===== src/rtl/ftc_pkg.sv =====
package ftc_pkg;
  localparam int FLD_W    = 5;
  localparam int PACE_LSB = 0;
  localparam int WWS_LSB  = 8;
  localparam logic [FLD_W-1:0] NO_OVERLAP = '1;

  typedef struct packed {
    logic [FLD_W-1:0] wws;
    logic [FLD_W-1:0] pace;
  } ftc_cfg_t;
endpackage


===== src/rtl/ftc_cfg_regs.sv =====
module ftc_cfg_regs
  import ftc_pkg::*;
(
  input  logic        clk,
  input  logic        rst_n,
  input  logic        we,
  input  logic [31:0] wdata,
  output ftc_cfg_t    cfg,
  output logic [31:0] rdata
);
  always_ff @(posedge clk) begin
    if (!rst_n) begin
      cfg.pace <= '1;
      cfg.wws  <= '1;
    end else if (we) begin
      cfg.pace <= wdata[PACE_LSB +: FLD_W];
      cfg.wws  <= wdata[WWS_LSB +: FLD_W];
    end
  end

  always_comb begin
    rdata = '0;
    rdata[PACE_LSB +: FLD_W] = cfg.pace;
    rdata[WWS_LSB +: FLD_W]  = cfg.wws;
  end
endmodule


===== src/rtl/ftc_pacer.sv =====
module ftc_pacer
  import ftc_pkg::*;
(
  input  logic             clk,
  input  logic             rst_n,
  input  logic             start,
  input  logic [FLD_W-1:0] pace,
  output logic             gap_open,
  output logic             no_overlap
);
  logic [FLD_W-1:0] gap_q;

  always_ff @(posedge clk) begin
    if (!rst_n) begin
      gap_q      <= '0;
      no_overlap <= 1'b1;
    end else if (start) begin
      no_overlap <= (pace == NO_OVERLAP);
      gap_q      <= (pace == NO_OVERLAP) ? '0 : pace;
    end else if (gap_q != '0) begin
      gap_q <= gap_q - 1'b1;
    end
  end

  assign gap_open = (gap_q == '0);
endmodule


===== src/rtl/ftc_sched.sv =====
module ftc_sched #(
  parameter int SCH_W = 33,
  parameter int LEN_W = 6
) (
  input  logic             clk,
  input  logic             rst_n,
  input  logic             start,
  input  logic [LEN_W-1:0] len,
  output logic             done,
  output logic             empty,
  output logic             order_block
);
  logic [SCH_W-1:0] sched_q;
  logic [SCH_W-1:0] sched_d;

  always_comb begin
    sched_d = sched_q >> 1;
    if (start) sched_d[len - 1'b1] = 1'b1;
  end

  always_ff @(posedge clk) begin
    if (!rst_n) sched_q <= '0;
    else        sched_q <= sched_d;
  end

  always_comb begin
    order_block = 1'b0;
    for (int i = 0; i < SCH_W; i++) begin
      if (sched_q[i] && (i >= int'(len))) order_block = 1'b1;
    end
  end

  assign done  = sched_q[0];
  assign empty = (sched_q == '0);
endmodule


===== src/rtl/ftc_bank_timing.sv =====
module ftc_bank_timing
  import ftc_pkg::*;
#(
  parameter int BASE_RD = 2
) (
  input  logic        clk,
  input  logic        rst_n,
  input  logic        single_bank,
  input  logic        cfg_we,
  input  logic [31:0] cfg_wdata,
  output logic [31:0] cfg_rdata,
  input  logic        req_valid,
  output logic        req_ready,
  input  logic        req_write,
  output logic        arr_strobe,
  output logic        arr_write,
  output logic        done
);
  localparam int MAX_LEN = BASE_RD + (2**FLD_W) - 1;
  localparam int LEN_W   = $clog2(MAX_LEN + 1);

  ftc_cfg_t         cfg;
  logic [FLD_W-1:0] pace_eff;
  logic [FLD_W-1:0] wws_eff;
  logic [LEN_W-1:0] len;
  logic             gap_open, no_overlap, sch_empty, order_block, start;

  ftc_cfg_regs u_regs (
    .clk(clk), .rst_n(rst_n), .we(cfg_we), .wdata(cfg_wdata),
    .cfg(cfg), .rdata(cfg_rdata)
  );

  assign pace_eff = single_bank ? NO_OVERLAP : cfg.pace;
  assign wws_eff  = single_bank ? '0 : cfg.wws;
  assign len      = LEN_W'(BASE_RD) + (req_write ? LEN_W'(wws_eff) : '0);

  ftc_pacer u_pacer (
    .clk(clk), .rst_n(rst_n), .start(start), .pace(pace_eff),
    .gap_open(gap_open), .no_overlap(no_overlap)
  );

  ftc_sched #(.SCH_W(MAX_LEN), .LEN_W(LEN_W)) u_sched (
    .clk(clk), .rst_n(rst_n), .start(start), .len(len),
    .done(done), .empty(sch_empty), .order_block(order_block)
  );

  assign req_ready  = gap_open && (!no_overlap || sch_empty) && !order_block;
  assign start      = req_valid && req_ready;
  assign arr_strobe = start;
  assign arr_write  = start && req_write;
endmodule


===== config.mk =====
export PLATFORM = sky130hd
export DESIGN_NAME = ftc_bank_timing
export DESIGN_NICKNAME = d
export VERILOG_FILES = /design/src/rtl/ftc_pkg.sv /design/src/rtl/ftc_cfg_regs.sv /design/src/rtl/ftc_pacer.sv /design/src/rtl/ftc_sched.sv /design/src/rtl/ftc_bank_timing.sv
export SDC_FILE = /design/constraint.sdc
export NUM_CORES = 1
export LEC_CHECK = 0
export ABC_AREA = 1
export BUFFER_PORTS_ARGS = -buffer_cell sky130_fd_sc_hd__buf_2
export CORE_UTILIZATION = 42
export DETAILED_ROUTE_END_ITERATION = 7
export GPL_TIMING_DRIVEN = 0
export PLACE_DENSITY = 0.7
export SYNTH_ARGS = -nofsm -noshare
export SYNTH_HDL_FRONTEND = slang
export SYNTH_SLANG_ARGS = --single-unit

===== constraint.sdc =====
create_clock -name clk -period 3.25 [get_ports clk]
set_input_delay 0.325 -clock clk [delete_from_list [all_inputs] [get_ports clk]]
set_output_delay 0.325 -clock clk [all_outputs]
set_load 0.01 [all_outputs]

==> results of run 1 <==
## final cells by class
type	count	area, µm²
sequential	49	983
fill	744	3540
clock inverter	3	26.3
buffer	33	245
tap	99	124
multi-input combinational	361	1870
inverter	75	287
clock buffer	5	68.8
timing repair buffer	33	184
## layer usage
layer	up-vias	track usage, %
met5	-	0
met2	111	40.2
li1	1629	-
met1	1445	28.6
met3	19	3.38
met4	0	6.49
## power groups by stage
stage	Sequential [µW]	Combinational (µW)	Clock, µW
2_1_floorplan	680	471	0
3_3_place_gp	682	606	0
3_5_place_dp	683	613	0
4_1_cts	669	638	386
5_1_grt	676	727	411
6_report	670	655	382
## kinds of logic (layout without fill, tap and decap cells)
group / count (synthesis) / in the layout / synth area share [%]
AND/OR/NAND/NOR: 258 / 258 / 37.1
buffers and inverters: 109 / 149 / 16.5
AO/OA/AOI/OAI: 67 / 67 / 11.0
flip-flops: 49 / 49 / 30.4
adder cells (fa/ha/maj): 9 / 9 / 3.49
XOR/XNOR: 5 / 5 / 1.36
other: 1 / 22 / 0.116
## synth_stat cells (all sizes together) (2+ instances only)
| library cell | n |
|---|---|
| nand2 | 148 |
| inv | 74 |
| nor2 | 62 |
| dfxtp | 49 |
| a21oi | 42 |
| nand3 | 36 |
| buf | 29 |
| o21ai | 18 |
| ha | 9 |
| nand4 | 7 |
| clkbuf | 5 |
| xor2 | 5 |
| o211ai | 4 |
| nand3b | 2 |
| nor3 | 2 |
| o2111ai | 2 |
## state kept, by name, summed over array words and instances (netlist names)
name                cells
u_sched.sched_q        33
u_regs.cfg             10
u_pacer.gap_q           5
u_pacer.no_overlap      1
## path summary, 6_finish.rpt
kind,cells after the start,to,slack [ps]
max reg2reg,19,u_sched.sched_q[20],650
min,3,u_regs.cfg[6],220
min reg2reg,2,u_pacer.gap_q[4],470
max,18,arr_write,150
## worst max-delay path, cell delays in order, from the launching register on
cell      delay [ps]
dfxtp_2          340
nand2_2          110
nor2_4            50
buf_6            120
buf_4            150
ha_1             230
o21ai_0          180
o211ai_1         120
nand2_1           80
nand3_1           80
nand2_1           70
nand2_1           60
nor2_2            90
nand3_2          100
nor2_4           160
nand2_4          100
buf_8            170
nor2_1           110
buf_2            140
## metrics by stage
step                TNS (ps)  hold WS (ps)  util [%]
floorplan                  0           438         -
global placement      -11560           448      48.6
detailed placement    -12510           461      48.6
CTS                        0           224      50.9
global route           -5.45           228      51.7
finish                     0           219      51.7
## timing repair
action                     4_1_cts  5_1_grt
resized for setup               13       14
pin swaps                        3        5
hold buffers                     0        0
buffers inserted                 3        3
setup endpoints to repair       42        2
==> metrics.csv, run 1 <==
stage,metric,value,unit
yosys,seq_area_frac_synth,30.4,%
cells_and_area,post-route-cell-area,3790,µm²
yosys,ys_types,34,
yosys,ys_seq_elements,49,
cts,clockBufferDepth,2,
floorplanning,io_pins,74,
sta,setup_ws,153,ps
yosys,syn_area,3230,µm²
drt,drtAntennaViolNets,0,
sta,skew,11.8,ps
drt,top_layer,met4,
power_and_ir_drop,p_comb_share,38.4,%
sta,fin_crit,3100,ps
power_and_ir_drop,total_power,1710,µW
sta,slew_violations,0,
drt,dr_wl_met2,4.07,mm
cells_and_area,final_common_cell,nand2_1,
power_and_ir_drop,peakVddDrop,0.226,mV
cells_and_area,drive_gt1_share,21.1,%
yosys,yosysTopAreaCellShare,30.4,%
power_and_ir_drop,leakagePower,0.00183,µW
cells_and_area,final_cell_mix,"136 x nand2_1, 68 x inv_1, 47 x dfxtp_1, 46 x nor2_1, 41 x a21oi_1",
floorplanning,rows,31,
run,cap_viol_max_count,0,
floorplanning,coreArea,7330,µm²
yosys,synthFlopType,dfxtp_1,
cts,cts-buffers-inserted,5,
cells_and_area,area_growth,17.3,%
placement,preCtsSetupSlack,-534,ps
min_path,worstHoldStart,cfg_wdata[9],
cells_and_area,antennaDiodeCount,0,
worst_setup_path,end_kind,output pin,
worst_setup_path,worst-setup-path-type,reg2out,
cts,cts-htree-levels,2,
drt,first_iter_violations,197,
yosys,syn_area_per_cell,6.48,µm²
power_and_ir_drop,seqPwrFrac,39.2,%
drt,drt_wl_total,8.68,mm
worst_setup_path,startpoint_type,flip-flop,
worst_setup_path,startpoint,u_regs.cfg[6],
power_and_ir_drop,swShare,38.7,%
yosys,synth.area.top_cells,"dfxtp_1 30%, nand2_1 16%, inv_1 8.4%, a21oi_1 6.5%, nor2_1 5.8%",
drt,wirelength_met1,3.80,mm
power_and_ir_drop,p_int,1050,µW
placement,post-place-cells,645,
cts,worstSkewPairLatency,320,ps
sta,fmax,0.323,GHz
floorplanning,die-area,8040,µm²
drt,drt_first_pass_iters,4,
yosys,synth-async-reset-ratio,0,%
placement,dpl_cell_area,3570,µm²
yosys,synth_edf_count,0,
floorplanning,die_height,89.7,µm
power_and_ir_drop,p_per_area,451,nW/µm²
worst_setup_path,crit_fanout,10,
grt,grt_overflow,0,
sta,maxSlewHeadroom,65.7,%
sta,fin_crit_sh,95.3,%
worst_setup_path,cp.arrival,2770,ps
placement,dp_hpwl,6.78,mm
cells_and_area,fin_cells,658,
grt,grt_max_degree,18,
drt,drc,0,
cells_and_area,nets,605,
sta,hold_viol,0,
grt,grt_use_total,22.7,%
grt,grt_pass1_vias,2865,
yosys,synthCells,498,
min_path,hp-class,in2reg,
drt,viasPerCell,4.87,
cts,cts_root_buffer,clkbuf_8,
sta,tightest_slew,515,ps
cts,clock_sink_count,49,
placement,routabilityCongestion,0.923,
power_and_ir_drop,p_switching,660,µW
cts,clk_pin_slew,90,ps
floorplanning,die_w,89.7,µm
placement,io_buffer_count,27,
worst_setup_path,worst-endpoint-required,2920,ps
sta,setup_violations,0,
cts,cts_tree,built,
grt,grt_pass1_wl,13.6,mm
run_status,status,"complete, no violations",
grt,antenna_found_initial,0,
yosys,yosysTopAreaCell,dfxtp_1,
drt,drt-wirelength-per-cell,13.2,µm
drt,dr_wl_met3,626,µm
yosys,ys_warn_count,0,
floorplanning,start_util,44.0,%
drt,num_vias,3204,
power_and_ir_drop,pwr-share-clk,22.4,%
worst_setup_path,r2r_start,u_regs.cfg[6],
(Power assumes the default switching activity.)
==> inputs of run 2 (changes only) <==
==> constraint.sdc (replaced) <==
create_clock -name clk -period 3.25 [get_ports clk]
set_input_delay 0.325 -clock clk [delete_from_list [all_inputs] [get_ports clk]]
set_output_delay 0.325 -clock clk [all_outputs]
set_load 0.1 [all_outputs]
==> run 2 against run 1 <==
- worst hold slack lost 7.0 ps
- utilization grew 2.5 points
- clock power shrank 1%
- highest routed layer unchanged
==> metrics.csv, run 2 (same netlist as run 1, synthesis figures left out) <==
stage,metric,value,unit
grt,antenna_found_initial,0,
cts,clockBufferDepth,2,
floorplanning,rows,31,
worst_setup_path,startpoint_type,flip-flop,
drt,drc,0,
floorplanning,coreArea,7330,µm²
grt,grt_pass1_vias,2930,
drt,num_vias,3178,
sta,rsz0062_at_grt,yes,
grt,grt_overflow,0,
drt,viasPerCell,4.77,
floorplanning,die_w,89.7,µm
run,cap_viol_max_count,0,
cells_and_area,fin_util,54.2,%
cells_and_area,reg.largest.list,"u_sched.sched_q (33), u_regs.cfg (10), u_pacer.gap_q (5)",
worst_setup_path,worst-endpoint-required,2920,ps
cells_and_area,area_growth,23.0,%
sta,tightest_slew,558,ps
worst_setup_path,worst-setup-path-type,reg2out,
cells_and_area,final_common_cell,nand2_1,
cells_and_area,drive_gt1_share,24.2,%
sta,slew_violations,0,
power_and_ir_drop,p_per_area,525,nW/µm²
cts,worstSkewPairLatency,320,ps
sta,setup_violations,0,
grt,grt_max_degree,17,
cts,cts-htree-levels,2,
run_status,status,"complete, no violations",
placement,preCtsSetupSlack,-374,ps
sta,skew,12.0,ps
worst_setup_path,cp.arrival,2820,ps
min_path,hp-class,in2reg,
sta,setup_ws,101,ps
power_and_ir_drop,leakagePower,0.00187,µW
placement,routabilityCongestion,0.880,
cts,clk_pin_slew,90,ps
sta,hold_viol,0,
cts,cts-buffers-inserted,5,
floorplanning,io_pins,74,
cells_and_area,final_cell_mix,"136 x nand2_1, 64 x inv_1, 44 x nor2_1, 44 x dfxtp_1, 42 x a21oi_1",
drt,first_iter_violations,188,
sta,fin_crit_sh,96.9,%
placement,io_buffer_count,27,
floorplanning,die_height,89.7,µm
floorplanning,die-area,8040,µm²
power_and_ir_drop,total_power,2080,µW
sta,holdWs,212,ps
drt,drt-wirelength-per-cell,13.2,µm
grt,grt_pass1_wl,14.4,mm
cells_and_area,nets,613,
worst_setup_path,reg2regPathDepth,15,
grt,grt_use_total,23.9,%
power_and_ir_drop,peakVddDrop,0.442,mV
worst_setup_path,crit_fanout,5,
cts,cts_root_buffer,clkbuf_8,
min_path,whs_path_depth,3,
sta,fmax,0.318,GHz
worst_setup_path,end_kind,output pin,
drt,drt_first_pass_iters,5,
floorplanning,start_util,44.0,%
sta,fin_crit,3150,ps
cells_and_area,antennaDiodeCount,0,
sta,maxSlewHeadroom,62.8,%
cells_and_area,largest-register,u_sched.sched_q,
placement,dpl_cell_area,3710,µm²
drt,drt_wl_total,8.77,mm
drt,drtAntennaViolNets,0,
cts,cts_tree,built,
placement,dp_hpwl,6.94,mm
cells_and_area,largest_reg_flops,33,
cts,clock_sink_count,49,
cells_and_area,post-route-cell-area,3970,µm²
[run 2: per-layer routing]
metal / GRT usage [%] / vias up / routed length (µm)
li1: - / 1651 / -
met1: 34.0 / 1425 / 4200
met2: 38.6 / 96 / 4030
met3: 2.74 / 6 / 467
met4: 5.92 / 0 / 79
met5: 0 / - / 0
[run 2: what timing repair did]
| item | 4_1_cts | 5_1_grt |
|---|---|---|
| setup buffers | 6 | 6 |
| gates cloned | 0 | 1 |
| pin swaps | 4 | 13 |
| gates resized for setup | 9 | 14 |
| endpoints found under the setup margin | 3 | 3 |
| hold buffers | 0 | 0 |
[run 2: layout make-up]
class                           instances  area, µm²
Buffer                                 34        275
Clock inverter                          3       21.3
Inverter                               75        299
Clock buffer                            5       68.8
Fill cell                             735       3360
Timing Repair Buffer                   39        253
Multi-Input combinational cell        362       1940
Tap cell                               99        124
Sequential cell                        49        995
[run 2: report_power, final]
group          switching, µW  internal (µW)
logic                    726            311
registers               28.5            641
clock network            225            153
[run 2: critical path, cell delays in order (launching register included)]
cell     delay [ps]
dfxtp_4         380
nand2_4          60
nor2_4          240
ha_4            210
nand4_1         260
nand2_8         220
nor2_2           50
nand2_1          50
nand3_1          70
nand2_1          70
nand2_1          50
nor2_2          110
nand2_2          90
nor2_4          160
nand2_4          90
buf_12          130
nor2_4           90
buf_12          180
[run 2: through the flow]
step	setup TNS [ps]	std cells
global route	-40.3	666
finish	0	666
CTS	0	659
global placement	-692	645
floorplan	-1360	519
detailed placement	-667	645
[run 2: worst paths after layout]
path / start / endpoint / slack, ps
hold reg to reg: u_pacer.gap_q[4] / u_pacer.gap_q[4] / 460
setup reg to reg: u_regs.cfg[6] / u_sched.sched_q[15] / 360
hold / removal: cfg_wdata[9] / u_regs.cfg[6] / 210
setup / recovery: u_regs.cfg[6] / arr_write / 100
==> inputs of run 3 (changes only) <==
--- a/config.mk
+++ b/config.mk
@@ -7,6 +7,7 @@
 export LEC_CHECK = 0
 export ABC_AREA = 1
 export BUFFER_PORTS_ARGS = -buffer_cell sky130_fd_sc_hd__buf_2
+export CORE_ASPECT_RATIO = 0.8
 export CORE_UTILIZATION = 42
 export DETAILED_ROUTE_END_ITERATION = 7
 export GPL_TIMING_DRIVEN = 0
==> run 3 against run 2 <==
- total power up 6.9%
- die area barely moved
- count of clock-buffer cells in the layout unchanged
- clock power increased by 21%
- non-clock buffer count is 5 higher
- global-route usage decreased by 0.69 points
- register-to-register slack improved by 30 ps
- design area rose by 1.8%
- wire length rose by 4.3%
- largest power group unchanged
- highest routed layer unchanged
==> metrics.csv, run 3 (same netlist as run 1, synthesis figures left out) <==
stage,metric,value,unit
run_status,status,"complete, no violations",
drt,drtAntennaViolNets,0,
floorplanning,rows,28,
cells_and_area,antennaDiodeCount,0,
cells_and_area,drive_gt1_share,24.5,%
cells_and_area,fill_cells,742,
worst_setup_path,cp_slowest_cell,dfxtp_4,
floorplanning,die_w,100,µm
cts,clk_pin_slew,90,ps
drt,num_vias,3310,
floorplanning,start_util,43.5,%
floorplanning,io_pins,74,
power_and_ir_drop,peakVddDrop,0.439,mV
cts,worstSkewPairLatency,310,ps
sta,maxSlewHeadroom,64.3,%
power_and_ir_drop,total_power,2230,µW
grt,grt_pass1_wl,14.4,mm
worst_setup_path,crit_fanout,10,
sta,rsz0062_at_grt,yes,
placement,io_buffer_count,27,
worst_setup_path,worst-setup-path-type,reg2out,
cts,cts-buffers-inserted,5,
cells_and_area,largest-register,u_sched.sched_q,
sta,fmax,0.313,GHz
cells_and_area,final_cell_mix,"136 x nand2_1, 66 x inv_1, 44 x dfxtp_1, 43 x nor2_1, 41 x a21oi_1",
drt,viasPerCell,4.89,
worst_setup_path,reg2regPathDepth,20,
grt,grt_overflow,0,
cells_and_area,final_common_cell,nand2_1,
drt,drc,0,
floorplanning,die_height,80.4,µm
worst_setup_path,cp_common_cell,nor2_4,
worst_setup_path,crit_path_cell_trace,nand2_4 > nor2_4 > buf_6 > ha_4 > clkbuf_16 > inv_6 > nand3_4 > o21ai_2 > nand3_1 > nand2_1 > nand2_1 > nor2_2 > nand2_2 > nor2_4 > nand2_4 > buf_12 > nor2_4 > buf_12,
cells_and_area,largest_reg_flops,33,
sta,setup_violations,0,
sta,tightest_slew,536,ps
worst_setup_path,cpPeakStageDelay,380,ps
power_and_ir_drop,leakagePower,0.00192,µW
worst_setup_path,startpoint_type,flip-flop,
cts,clockBufferDepth,2,
worst_setup_path,end_kind,output pin,
sta,hold_viol,0,
cells_and_area,multiInputGateArea,1930,µm²
grt,grt_use_total,23.2,%
sta,slew_violations,0,
sta,setup-tns-final,0,ps
floorplanning,die-area,8040,µm²
power_and_ir_drop,p_per_area,551,nW/µm²
floorplanning,coreArea,7430,µm²
cells_and_area,reg.largest.list,"u_sched.sched_q (33), u_regs.cfg (10), u_pacer.gap_q (5)",
sta,fin_crit_sh,98.3,%
min_path,whs_path_depth,3,
cts,holdBufCountCts,0,
cts,cts_tree,built,
cts,clock_sink_count,49,
grt,antenna_found_initial,0,
grt,grt_max_degree,18,
cells_and_area,area_growth,25.2,%
drt,drt_wl_total,9.15,mm
min_path,hp-class,in2reg,
drt,drt_first_pass_iters,5,
placement,routabilityCongestion,0.913,
cells_and_area,ff_latch_area,995,µm²
drt,first_iter_violations,183,
worst_setup_path,worst-endpoint-required,2920,ps
cells_and_area,nets,618,
sta,skew,9.91,ps
run,cap_viol_max_count,0,
cts,cts_root_buffer,clkbuf_8,
grt,grt_pass1_vias,2910,
cts,cts-htree-levels,2,
drt,drt-wirelength-per-cell,13.5,µm
sta,fin_crit,3190,ps
worst_setup_path,cp.arrival,2870,ps
placement,dp_hpwl,7.01,mm
-- run 3: cell count changes in the layout (fill, tap and decap cells not counted), moves of 2 or more --
cell | before | now
inv_2 | 6 | 4
buf_4 | 35 | 39
nor2_2 | 7 | 9
inv_1 | 64 | 66
-- run 3: power breakdown --
part | leakage [µW] | switching [µW] | internal (µW)
combinational | 0.00146 | 748 | 354
clock | 0.0000591 | 221 | 235
sequential | 0.000399 | 29.7 | 641
total | 0.00192 | 999 | 1230
-- run 3: worst max-delay path: cells and delay by family, from the launching register on --
kind | cells | cell delay [ps]
flops | 1 | 380
compound gates | 1 | 140
buf+inv | 5 | 690
fa+ha+maj | 1 | 190
simple gates | 11 | 1170
-- run 3: final cells by class --
| cell class | count | area share (%) |
|---|---|---|
| multi-input cells | 362 | 47.8 |
| flip-flops and latches | 49 | 24.6 |
| inverters | 75 | 7.40 |
| repair buffers | 44 | 7.28 |
| plain buffers | 34 | 6.81 |
| well taps | 105 | 3.25 |
| clock buffers | 5 | 1.70 |
| clock inverters | 3 | 1.18 |
-- run 3: path summary, 6_finish.rpt --
check | startpoint | endpoint | slack (ps)
setup / recovery | u_regs.cfg[6] | arr_write | 60
setup reg to reg | u_regs.cfg[6] | u_sched.sched_q[31] | 390
hold / removal | cfg_wdata[9] | u_regs.cfg[6] | 230
hold reg to reg | u_pacer.gap_q[4] | u_pacer.gap_q[4] | 470
-- run 3: layer usage --
layer  track usage (%)  share of wire, %  vias to the layer above
met3              4.26               8.7                       10
met1              33.5                48                     1513
met5                 0                 0                        -
met2              35.2                43                      125
li1                  -                 -                     1662
met4              6.38              0.78                        0
-- run 3: through the flow --
stage / hold WS, ps / utilization [%] / instance area, µm² / setup WS [ps] / instances
6_report: 227 / 54.4 / 4040 / 56.2 / 677
5_1_grt: 232 / 54.4 / 4040 / -76.4 / 677
4_1_cts: 222 / 52.7 / 3910 / 1.40 / 666
3_5_place_dp: 458 / 50.0 / 3720 / -411 / 651
3_3_place_gp: 452 / 50.0 / 3720 / -389 / 651
2_1_floorplan: 438 / - / 3450 / -432 / 519
-- run 3: timing repair --
action / CTS / global route
setup buffers: 7 / 10
pin swaps: 3 / 7
resized for setup: 8 / 13
setup endpoints to repair: 3 / 3
cloned: 0 / 1
